===== config.mk =====
export PLATFORM = sky130hd
export DESIGN_NAME = uart_irq_id
export DESIGN_NICKNAME = d
export VERILOG_FILES = /design/src/rtl/uart_irq_pkg.sv /design/src/rtl/uart_irq_pend_bit.sv /design/src/rtl/uart_irq_prio_enc.sv /design/src/rtl/uart_irq_id.sv
export SDC_FILE = /design/constraint.sdc
export NUM_CORES = 1
export LEC_CHECK = 0
export BUFFER_PORTS_ARGS = -buffer_cell sky130_fd_sc_hd__buf_2
export CAP_MARGIN = 15
export CORE_AREA = 4 4 41 43
export CTS_BUF_LIST = sky130_fd_sc_hd__clkbuf_4
export CTS_CLUSTER_SIZE = 8
export DETAILED_ROUTE_END_ITERATION = 7
export DIE_AREA = 0 0 45 47
export SYNTH_ARGS = -nofsm -noshare
export SYNTH_HDL_FRONTEND = slang
export SYNTH_SLANG_ARGS = --single-unit

===== constraint.sdc =====
create_clock -name clk_i -period 2.5 [get_ports clk_i]
set_input_delay 0.375 -clock clk_i [delete_from_list [all_inputs] [get_ports clk_i]]
set_output_delay 0.375 -clock clk_i [all_outputs]
set_load 0.1 [all_outputs]

===== src/rtl/uart_irq_pkg.sv =====
package uart_irq_pkg;
  localparam int NUM_SRC   = 7;
  localparam int CODE_W    = 6;
  localparam int ENH_FIRST = 5;  // indices at or above this need enh_en
  localparam logic [CODE_W-1:0] IDLE_CODE = 6'b000001;

  function automatic logic [CODE_W-1:0] src_code(input int idx);
    case (idx)
      0:       return 6'b000110;
      1:       return 6'b001100;
      2:       return 6'b000100;
      3:       return 6'b000010;
      4:       return 6'b000000;
      5:       return 6'b010000;
      6:       return 6'b100000;
      default: return IDLE_CODE;
    endcase
  endfunction
endpackage


===== src/rtl/uart_irq_pend_bit.sv =====
module uart_irq_pend_bit (
  input  logic clk_i,
  input  logic rst_ni,
  input  logic set_i,
  input  logic clr_i,
  output logic pend_o
);
  always_ff @(posedge clk_i or negedge rst_ni) begin
    if (!rst_ni) pend_o <= 1'b0;
    else         pend_o <= set_i | (pend_o & ~clr_i);  // set wins
  end

  assert_set_R2: assert property (@(posedge clk_i) disable iff (!rst_ni)
    set_i |=> pend_o);
  assert_clr_R2: assert property (@(posedge clk_i) disable iff (!rst_ni)
    (clr_i && !set_i) |=> !pend_o);
  assert_hold_R2: assert property (@(posedge clk_i) disable iff (!rst_ni)
    (!set_i && !clr_i) |=> pend_o == $past(pend_o));
endmodule


===== src/rtl/uart_irq_prio_enc.sv =====
module uart_irq_prio_enc
  import uart_irq_pkg::*;
(
  input  logic               clk_i,
  input  logic               rst_ni,
  input  logic [NUM_SRC-1:0] act_i,
  output logic [CODE_W-1:0]  code_o
);
  logic [NUM_SRC-1:0] grant;
  logic               found;

  always_comb begin
    grant = '0;
    found = 1'b0;
    for (int i = 0; i < NUM_SRC; i++) begin
      if (!found && act_i[i]) begin
        grant[i] = 1'b1;
        found    = 1'b1;
      end
    end
  end

  always_comb begin
    code_o = found ? '0 : IDLE_CODE;
    for (int i = 0; i < NUM_SRC; i++)
      if (grant[i]) code_o = code_o | src_code(i);
  end

  assert_onehot_grant_R10: assert property (@(posedge clk_i) disable iff (!rst_ni)
    $onehot0(grant));
  assert_idle_R1: assert property (@(posedge clk_i) disable iff (!rst_ni)
    (act_i == '0) |-> code_o == IDLE_CODE);
  assert_top_prio_R4: assert property (@(posedge clk_i) disable iff (!rst_ni)
    act_i[0] |-> code_o == 6'b000110);
  assert_tmo_wins_R5: assert property (@(posedge clk_i) disable iff (!rst_ni)
    act_i[1] |-> code_o != 6'b000100);
endmodule


===== src/rtl/uart_irq_id.sv =====
module uart_irq_id
  import uart_irq_pkg::*;
(
  input  logic               clk_i,
  input  logic               rst_ni,
  input  logic [NUM_SRC-1:0] req_i,
  input  logic [NUM_SRC-1:0] clr_i,
  input  logic [NUM_SRC-1:0] ien_i,
  input  logic               fifo_en_i,
  input  logic               enh_en_i,
  output logic [7:0]         iid_o,
  output logic               irq_o
);
  logic [NUM_SRC-1:0] pend;
  logic [NUM_SRC-1:0] allow;
  logic [NUM_SRC-1:0] act;
  logic [CODE_W-1:0]  code;

  for (genvar g = 0; g < NUM_SRC; g++) begin : g_src
    uart_irq_pend_bit u_pend (
      .clk_i  (clk_i),
      .rst_ni (rst_ni),
      .set_i  (req_i[g]),
      .clr_i  (clr_i[g]),
      .pend_o (pend[g])
    );
    if (g >= ENH_FIRST) begin : g_enh
      assign allow[g] = ien_i[g] & enh_en_i;
    end else begin : g_std
      assign allow[g] = ien_i[g];
    end
  end

  assign act = pend & allow;

  uart_irq_prio_enc u_enc (
    .clk_i  (clk_i),
    .rst_ni (rst_ni),
    .act_i  (act),
    .code_o (code)
  );

  assign iid_o = {fifo_en_i, fifo_en_i, code};
  assign irq_o = ~code[0];

  assert_mirror_R8: assert property (@(posedge clk_i) disable iff (!rst_ni)
    iid_o[7] == fifo_en_i && iid_o[6] == fifo_en_i);
  assert_irq_R9: assert property (@(posedge clk_i) disable iff (!rst_ni)
    irq_o != iid_o[0]);
  assert_enh_gate_R7: assert property (@(posedge clk_i) disable iff (!rst_ni)
    !enh_en_i |-> iid_o[5:4] == 2'b00);
  assert_masked_R3: assert property (@(posedge clk_i) disable iff (!rst_ni)
    ((pend & ien_i) == '0) |-> iid_o[0]);
endmodule


## Yosys cells after proc, flatten, opt, wreduce, memory -nomap -nowiden

Cells that the tools add are included.
W data, S select, Z words.

- Bits in registers: 7
- Latch bits: 0
- Bits in writable memories: 0
- ROM bits: 0
- Input bits: 25
- Output and inout port bits: 9
- Logic and storage cells: 79
- Memories kept: 0

- $add $sub $neg: 0
- $mul: 0
- Div/mod/pow operators: 0
- Magnitude comparators: 0
- Eq/ne operators: 0
- Shifts and indexed selects: 0
- Muxes and demuxes: 28
- Bitwise gates (word level): 32
- Reductions and logical operators: 12

Operators with widths:

| operator | count |
|---|---|
| $mux W6 | 14 |
| $or A6 B6 Y6 | 7 |
| $mux W1 | 14 |
| $and A1 B1 Y1 | 9 |
| $not A1 Y1 | 8 |
| $and A7 B7 Y7 | 1 |
| $or A1 B1 Y1 | 7 |
| $logic_and A1 B1 Y1 | 6 |
| $logic_not A1 Y1 | 6 |

## Longest topological paths before layout

Gate-level depths: netlist (run 1).

- Depth after elaboration: 37
- Mapped depth: 2
- Depth with buffers taken out: 2

## Cells and area by module

Synthesis (run 1) repeated with hierarchy kept, for this count alone.

- Cell total of the unflattened synthesis: 40
- Area total of the unflattened synthesis: 390.4 µm²

By module, submodules not included:

| module | instances | cells each | area an instance (µm²) | sequential area each (µm²) |
|---|---|---|---|---|
| uart_irq_pend_bit | 7 | 3 | 36.3 | 25.0 |
| uart_irq_prio_enc | 1 | 9 | 73.8 | 0.0 |
| uart_irq_id | 1 | 10 | 62.6 | 0.0 |

## Worst setup path after synthesis (run 1)

Ideal clock, no wire load.

- Kind: input port to output port
- From: input ien_i[1]
- To: output iid_o[3]
- Arrival time: 1.881 ns
- Data required time: 2.125 ns
- Slack: 0.244 ns
- Stages: 2
- Path buffers: 0
- Path through: nand2_1 -> a21oi_1

- Cells in the longest elaborated chain, start to end: 19
- Elaborated cells between the ends (all ways): 34
- Classes of those cells: mux (17); bitwise (6); reduce/logical (11)

Ends and longest elaborated chain:

| what | line | RTL |
|---|---|---|
| start: declaration | uart_irq_id.sv:8 | `input logic [NUM_SRC-1:0] ien_i,` |
| $and A7 B7 Y7 (*) | uart_irq_id.sv:34 | `assign act = pend & allow;` |
| $logic_and A1 B1 Y1 (*) | uart_irq_prio_enc.sv:16 | `if (!found && act_i[i]) begin` |
| $mux W1 | uart_irq_prio_enc.sv:16 |  |
| $logic_not A1 Y1 | uart_irq_prio_enc.sv:16 |  |
| $logic_and A1 B1 Y1 | uart_irq_prio_enc.sv:16 |  |
| $mux W1 | uart_irq_prio_enc.sv:16 |  |
| $logic_not A1 Y1 | uart_irq_prio_enc.sv:16 |  |
| $logic_and A1 B1 Y1 | uart_irq_prio_enc.sv:16 |  |
| [... 3 more ...] | n/a |  |
| $mux W1 | uart_irq_prio_enc.sv:16 |  |
| $logic_not A1 Y1 | uart_irq_prio_enc.sv:16 |  |
| $logic_and A1 B1 Y1 | uart_irq_prio_enc.sv:16 |  |
| $mux W1 | uart_irq_prio_enc.sv:16 |  |
| $logic_not A1 Y1 | uart_irq_prio_enc.sv:16 |  |
| $logic_and A1 B1 Y1 | uart_irq_prio_enc.sv:16 |  |
| $mux W1 | uart_irq_prio_enc.sv:16 |  |
| $mux W6 (*) | uart_irq_prio_enc.sv:26 | `if (grant[i]) code_o = code_o \| src_code(i);` |
| end: declaration | uart_irq_id.sv:11 | `output logic [7:0] iid_o,` |

Mark *: on every way between the ends. The rest lies on a longest branch, timed or not.

## Final worst setup path (run 1)

- From: register g_src[1].u_pend.pend_o
- To: output iid_o[5]

- Cells in the longest elaborated chain, start to end: 19
- Elaborated cells between the ends (all ways): 34
- Classes of those cells: mux (17); bitwise (6); reduce/logical (11)

Ends and longest elaborated chain:

| what | line | RTL |
|---|---|---|
| start: declaration | uart_irq_pend_bit.sv:6 | `output logic pend_o` |
| start signal: assignment | uart_irq_pend_bit.sv:10 | `else pend_o <= set_i \| (pend_o & ~clr_i);` |
| $and A7 B7 Y7 (*) | uart_irq_id.sv:34 |  |
| $logic_and A1 B1 Y1 (*) | uart_irq_prio_enc.sv:16 |  |
| $mux W1 | uart_irq_prio_enc.sv:16 |  |
| $logic_not A1 Y1 | uart_irq_prio_enc.sv:16 |  |
| $logic_and A1 B1 Y1 | uart_irq_prio_enc.sv:16 |  |
| $mux W1 | uart_irq_prio_enc.sv:16 |  |
| $logic_not A1 Y1 | uart_irq_prio_enc.sv:16 |  |
| $logic_and A1 B1 Y1 | uart_irq_prio_enc.sv:16 |  |
| [... 3 more ...] | n/a |  |
| $mux W1 | uart_irq_prio_enc.sv:16 |  |
| $logic_not A1 Y1 | uart_irq_prio_enc.sv:16 |  |
| $logic_and A1 B1 Y1 | uart_irq_prio_enc.sv:16 |  |
| $mux W1 | uart_irq_prio_enc.sv:16 |  |
| $logic_not A1 Y1 | uart_irq_prio_enc.sv:16 |  |
| $logic_and A1 B1 Y1 | uart_irq_prio_enc.sv:16 |  |
| $mux W1 | uart_irq_prio_enc.sv:16 |  |
| $mux W6 (*) | uart_irq_prio_enc.sv:26 |  |

Marked as above.

==> reports/metrics.sh, run 1 <==
CLOCK_LATENCY_PS=240
WL_PER_CELL_UM=10.8
CRITICAL_PATH_ARRIVAL_PS=1890
P_INT_mW=0.223
MAX-VDD-IR-DROP_V=0.000265
WORSTSETUPSTARTPOINTTYPE='register'
FLOORPLAN.CORE_AREA_SQ_UM=1300
ROUTED_VIA_DENSITY=4.67
POWER_FRAC_CLOCK_PCT=32.9
DRT_ITER0_MARKERS=11
POSTLAYOUTCELLAREA_SQ_UM=566
FINALMAXSLEWVIOLATIONS=0
MAX_STAGE_DELAY_PS=540
POST_CTS.RESIZED_INSTANCES=0
CLOCK_SINKS=7
POST_ROUTE_CLOCK_PERIOD_UTILIZATION_PCT=90.6
MAX-SLEW-MARGIN-REL_PCT=62.9
LARGEST-REGISTER='g_src.u_pend.pend_o'
YOSYS.CELL_TYPES.COUNT=14
FIN_WORST_HOLD_SLACK_PS=306
MULTIINPUTGATEAREA_SQ_UM=151
STATUS='completed'
CLOCK_PERIOD_MINUS_WORST_SLACK_PS=2270
PLACE_WS_PS=381
RSZ0062_AT_GRT='false'
INITIAL_CORE_UTIL_PCT=28.6
LAYOUT.FILLER_CELLS=133
GRT_PASS1_WL_MM=1.57
NUMBER_OF_PLACEMENT_ROWS=13
AREA_GROWTH_SYN_TO_LAYOUT_PCT=52.2
CTS.PATH.MAX_BUFFERS=2
POWER.STATIC_LEAKAGE_nW=0.344
SYNTH_TOP_AREA_SHARE_PCT=47.1
SYNTH_MOST_COMMON_CELL='inv_1'
ROUTED_WL_UM=932
SEQUENTIALPOWERSHARE_PCT=37.4
GPL.FINAL_WEIGHTED_CONGESTION=0.749
CLKTRANSATPATHREGS_PS=50
INITIAL_ANTENNA_VIOLATION_COUNT=0
CPMAXSTAGEDELAYCELL='a222oi_1'
CRITICAL_PATH.CELL_CHAIN='a222oi_1, and4_1, buf_2'
YS_ASYNC_SR_FRACTION_PCT=100
END_KIND='primary output'
SYNTH_LARGEST_AREA_CELL='dfrtp_1'
YS_FF_LATCH=7
DP_HPWL_UM=801
ROOT_BUFFER='clkbuf_4'
CTS_TREE='built'
STORAGE_CELL_AREA_SQ_UM=175
CHIPWIDTH_UM=45
SYNTHESIS.AREA_PER_INSTANCE_SQ_UM=9.78
TIMING.CRITICAL_PATH.FANOUT_MAX=5
FINALNETCOUNT=97
FINISH.UTILIZATION_PCT=43.5
DRIVE_ABOVE_1_SHARE_PCT=50.7
LARGEST_REG_FLOPS=7
NUMBER_OF_HOLD_VIOLATIONS_IN_THE_FINAL_REPORT=0
CLOCK.FMAX_GHz=0.441
CTS_MAX_LEVEL=1
GRT-OVFL-TOTAL=0
FINALCLOCKSKEW_PS=0
NUMBER_OF_STANDARD_CELLS_IN_THE_LAYOUT_TAPS_IN_AND_FILLERS_OUT=86
NETLIST_AREA_SQ_UM=372
POWER_mW=0.341
CELL_TYPE_GROUP_WITH_THE_LARGEST_TOTAL_DELAY_ON_THE_CRITICAL_PATH='compound AO/OA/AOI/OAI gates'
PLACEDINSTANCEAREA_SQ_UM=526
ANTENNA_CELLS_INSERTED=0
MAPPEDNETLISTNETS=63
SYNTH.CELLS.MOST_FREQUENT='8 x inv_1, 7 x dfrtp_1, 6 x a21o_1'
REG_TOP3='g_src.u_pend.pend_o (7)'
YS_TOP_CELLS_BY_AREA='dfrtp_1 47%, a21o_1 12%, inv_1 8.1%'
REPORT.FINAL.SETUP_VIOL=0
SYNTH_EDF_COUNT=0
NUMBER_OF_BUFFERS_CREATED_BY_CTS=3
PLACE.PORT_BUFFERS=30
TYPE_OF_THE_SETUP_PATH_WITH_THE_LEAST_SLACK='register to primary output'
TIMING.FINAL.WS_SETUP_PS=235
ROUTE.VIAS.TOTAL=402
GATE_COUNT_POST_SYNTH=38
POST_CTS_BUFFERS=0
POST-ROUTE-DRC-COUNT=0
SYNTH_FF_TYPE='dfrtp_1'
DIE_AREA_SQ_UM=2120
ANTENNA_LEFT=0
YOSYS_WARNINGS=0
IO_PINS=34
GRTUSAGETOTAL_PCT=10.3
MAX_CAP_VIOL_COUNT=0
SW_SHARE_PCT=34.4
TNS_PS=0
FP.DIEH_UM=47
NUMPLACEDINSTANCES=81
TIMING_WORST_SLEW_PIN_VALUE_PS=557
COMBINATIONALPOWERSHARE_PCT=29.7
NUMBER_OF_GLOBAL_ROUTE_VIAS_BEFORE_REPAIR=390
HOLD_CLASS='input port to register'
SYNTH-SEQ-AREA-SHARE_PCT=47.1
DRT_PRE_ANTENNA_ITERS=4
CP.REQUIRED_PS=2120
GRT_MAX_DEGREE=8
SWITCHING_POWER_mW=0.117
POWER.DENSITY_nW_PER_UM2=603
CRITICAL_PATH.N_BUFFERS_INVERTERS=1
## logic make-up (layout without fill, tap and decap cells)
group / count (synthesis) / after routing / synth area share (%)
buffers and inverters: 10 / 43 / 12.1
and+or+nand+nor: 9 / 9 / 15.2
AOI/OAI and AO/OA: 12 / 12 / 25.6
DFF: 7 / 7 / 47.1
## power by group through the flow
stage	registers [mW]	logic, mW	clock network [mW]
floorplan	0.128	0.0854	0
global placement	0.129	0.0996	0
detailed placement	0.130	0.101	0
CTS	0.128	0.102	0.115
global route	0.129	0.108	0.123
finish	0.128	0.101	0.112
## final cells by class
type,instances,share of cell area [%]
clock buffer,4,5.31
sequential,7,31.0
tap,15,3.32
timing repair buffer,31,28.3
inverter,8,5.31
multi-input combinational,21,26.8
## final timing paths
kind                            slack, ps                    from  cells after the start                endpoint
min in group asynchronous             490                  rst_ni                      2  g_src[0].u_pend.pend_o
worst max-delay path                  230  g_src[1].u_pend.pend_o                      3                iid_o[5]
worst min-delay path                  310                req_i[2]                      2  g_src[2].u_pend.pend_o
worst max register to register       1800  g_src[0].u_pend.pend_o                      1  g_src[0].u_pend.pend_o
max in group asynchronous            1850                  rst_ni                      2  g_src[6].u_pend.pend_o
worst min register to register        480  g_src[4].u_pend.pend_o                      1  g_src[4].u_pend.pend_o
## placed cells by master (no fill, tap or decap)
master,n
and3_1,3
dlygate4sd3_1,1
a21o_2,1
inv_1,8
nand4_1,1
nand3_1,2
and4_1,2
a21oi_1,1
buf_2,30
nand2_1,1
a222oi_1,1
a32o_2,1
a22oi_1,2
a21o_1,6
dfrtp_1,7
clkbuf_4,4
## layer usage
metal	vias to the layer above	global-route usage, %	routed length, um
li1	202	-	-
met1	174	11.4	390
met2	24	17.5	419
met3	2	3.45	117
met4	0	5.26	5
met5	-	0	0
## repair_timing
action,4_1_cts,5_1_grt
setup endpoints to repair,0,0
hold buffers,1,0
endpoints found under the hold margin,7,0
Note: power is estimated with default switching activity, not from simulation.
==> run 2: changes to the inputs <==
Clock period 2.5 ns to 2.93 ns, I/O delays scaled along.
==> reports/metrics.sh, run 2 (synthesized netlist as in run 1, its figures left out) <==
NUMBER_OF_HOLD_VIOLATIONS_IN_THE_FINAL_REPORT=0  # unchanged
CHIPWIDTH_UM=45  # unchanged
CP.REQUIRED_PS=2490  # was 2120 ps
PLACEDINSTANCEAREA_SQ_UM=526  # unchanged
HOLD_CLASS='input port to async pin'  # was input port to register
REG_TOP3='g_src.u_pend.pend_o (7)'  # unchanged
FP.DIEH_UM=47  # unchanged
R2R_SETUP_SLACK_PS=2210  # was 1800 ps
CLOCK_PERIOD_MINUS_WORST_SLACK_PS=2310
CRITICAL_PATH.CELL_CHAIN='a222oi_1, and4_1, buf_2'  # unchanged
IO_PINS=34  # unchanged
MAX-VDD-IR-DROP_V=0.000248  # was 0.000265 V
CRITICAL_PATH_ARRIVAL_PS=1870  # was 1890 ps
FINALNETCOUNT=96  # was 97
POWER.DENSITY_nW_PER_UM2=520  # was 603 nW/um^2
CTS_HOLD_BUFFERS=0  # was 1
LARGEST_REG_FLOPS=7  # unchanged
R2R.WORST_PATH.CELLS=1  # unchanged
PLACE.PORT_BUFFERS=30  # unchanged
POST_CTS.RESIZED_INSTANCES=0  # unchanged
POWER.STATIC_LEAKAGE_nW=0.340  # was 0.344 nW
CTS_TREE='built'  # unchanged
GPL.FINAL_WEIGHTED_CONGESTION=0.749  # unchanged
CTS.PATH.MAX_BUFFERS=2  # unchanged
NUMBER_OF_BUFFERS_CREATED_BY_CTS=3  # unchanged
NUMBER_OF_STANDARD_CELLS_IN_THE_LAYOUT_TAPS_IN_AND_FILLERS_OUT=85  # was 86
CPMAXSTAGEDELAYCELL='a222oi_1'  # unchanged
ENDPOINT='iid_o[5]'  # unchanged
FLOORPLAN.CORE_AREA_SQ_UM=1300  # unchanged
ROUTED_WL_UM=952  # was 932 um
REPORT.FINAL.SETUP_VIOL=0  # unchanged
GRT-OVFL-TOTAL=0  # unchanged
ROOT_BUFFER='clkbuf_4'  # unchanged
DP_HPWL_UM=826  # was 801 um
NUMBER_OF_LOGIC_STAGES_ON_THE_CRITICAL_PATH_INCLUDING_BUFFERING=3  # unchanged
CLOCK.FMAX_GHz=0.432
STATUS='completed'  # unchanged
INITIAL_ANTENNA_VIOLATION_COUNT=0  # unchanged
CRITICAL_PATH.N_BUFFERS_INVERTERS=1  # unchanged
WORSTSETUPSTARTPOINTTYPE='register'  # unchanged
CTS_MAX_LEVEL=1  # unchanged
CLOCK_LATENCY_PS=240  # about the same
CLOCK_SINKS=7  # unchanged
ROUTED_VIA_DENSITY=4.61  # was 4.67
FINALCLOCKSKEW_PS=0  # unchanged
LARGEST-REGISTER='g_src.u_pend.pend_o'  # unchanged
GRT_PASS1_WL_MM=1.56  # was 1.57 mm
NUMBER_OF_PLACEMENT_ROWS=13  # unchanged
AREA_GROWTH_SYN_TO_LAYOUT_PCT=49.5  # was 52.2%
TIMING.CRITICAL_PATH.FANOUT_MAX=5  # unchanged
POST_CTS_BUFFERS=0  # unchanged
CLKTRANSATPATHREGS_PS=50  # about the same
ANTENNA_CELLS_INSERTED=0  # unchanged
POST-ROUTE-DRC-COUNT=0  # unchanged
END_KIND='primary output'  # unchanged
FINALMAXSLEWVIOLATIONS=0  # unchanged
TIMING_WORST_SLEW_PIN_VALUE_PS=529  # was 557 ps
ANTENNA_LEFT=0  # unchanged
WORSTREG2REGSTART='g_src[0].u_pend.pend_o'  # unchanged
SETUP.WORST_PATH.START='g_src[0].u_pend.pend_o'  # was g_src[1].u_pend.pend_o
DRT_PRE_ANTENNA_ITERS=4  # unchanged
DIE_AREA_SQ_UM=2120  # unchanged
ROUTE.VIAS.TOTAL=392  # was 402
RSZ0062_AT_GRT='false'  # unchanged
FIN_WORST_HOLD_SLACK_PS=17.6  # was 306 ps
INITIAL_CORE_UTIL_PCT=28.6  # unchanged
MAX_STAGE_DELAY_PS=530  # was 540 ps
TNS_PS=0  # unchanged
POSTLAYOUTCELLAREA_SQ_UM=556  # was 566 sq um
REGTOREGENDPOINT='g_src[0].u_pend.pend_o'  # unchanged
NUMBER_OF_GLOBAL_ROUTE_VIAS_BEFORE_REPAIR=400  # was 390
GRT_MAX_DEGREE=8  # unchanged
MAX-SLEW-MARGIN-REL_PCT=64.7  # was 62.9%
TYPE_OF_THE_SETUP_PATH_WITH_THE_LEAST_SLACK='register to primary output'  # unchanged
DRT_ITER0_MARKERS=6  # was 11
DRIVE_ABOVE_1_SHARE_PCT=51.4  # was 50.7%
CELL_TYPE_GROUP_WITH_THE_LARGEST_TOTAL_DELAY_ON_THE_CRITICAL_PATH='compound AO/OA/AOI/OAI gates'  # unchanged
MAX_CAP_VIOL_COUNT=0  # unchanged
POST_ROUTE_CLOCK_PERIOD_UTILIZATION_PCT=79.0
NUMPLACEDINSTANCES=81  # unchanged
POWER_mW=0.289  # was 0.341 mW
WL_PER_CELL_UM=11.2  # was 10.8 um
GRTUSAGETOTAL_PCT=10.3  # unchanged
FINAL_COMMON_CELL='buf_2'  # unchanged
FINAL_CELL_MIX='30 x buf_2, 8 x inv_1, 7 x dfrtp_1'  # unchanged
## run 2: changes by cell type in the layout (fill, tap and decap cells not counted), sizes merged
cell / delta
dlygate4sd3: -1
## run 2: worst min-delay path by stage
stage / depth (start not counted) / startpoint / slack (ps) / to
2_1_floorplan: 0 / rst_ni / 140 / g_src[0].u_pend.pend_o
3_3_place_gp: 1 / rst_ni / 280 / g_src[0].u_pend.pend_o
3_5_place_dp: 1 / rst_ni / 280 / g_src[0].u_pend.pend_o
4_1_cts: 1 / rst_ni / 20 / g_src[0].u_pend.pend_o
5_1_grt: 1 / rst_ni / 20 / g_src[0].u_pend.pend_o
6_report: 1 / rst_ni / 20 / g_src[3].u_pend.pend_o
## run 2: area by class of cell
type / instances / area, sq um
multi-input cells: 21 / 151
inverters: 8 / 30.0
repair buffers: 30 / 150
fillers: 148 / 746
well taps: 15 / 18.8
clock buffers: 4 / 30.0
flip-flops and latches: 7 / 175
## run 2: report_power, final
part / internal, mW / switching, mW
Combinational: 0.0253 / 0.0598
Clock: 0.0611 / 0.0335
Sequential: 0.103 / 0.00569
## run 2: stage by stage
| stage | util, % | worst slack [ps] |
|---|---|---|
| global placement | 40.4 | 746 |
| detailed placement | 40.4 | 715 |
| global route | 42.7 | 458 |
| finish | 42.7 | 616 |
| floorplan | - | 545 |
| CTS | 42.7 | 596 |
## run 2: routing by layer
metal | wire length (um) | global-route usage, %
met4 | 4 | 5.26
met3 | 104 | 2.68
met2 | 420 | 17.2
met1 | 421 | 12.1
met5 | 0 | 0
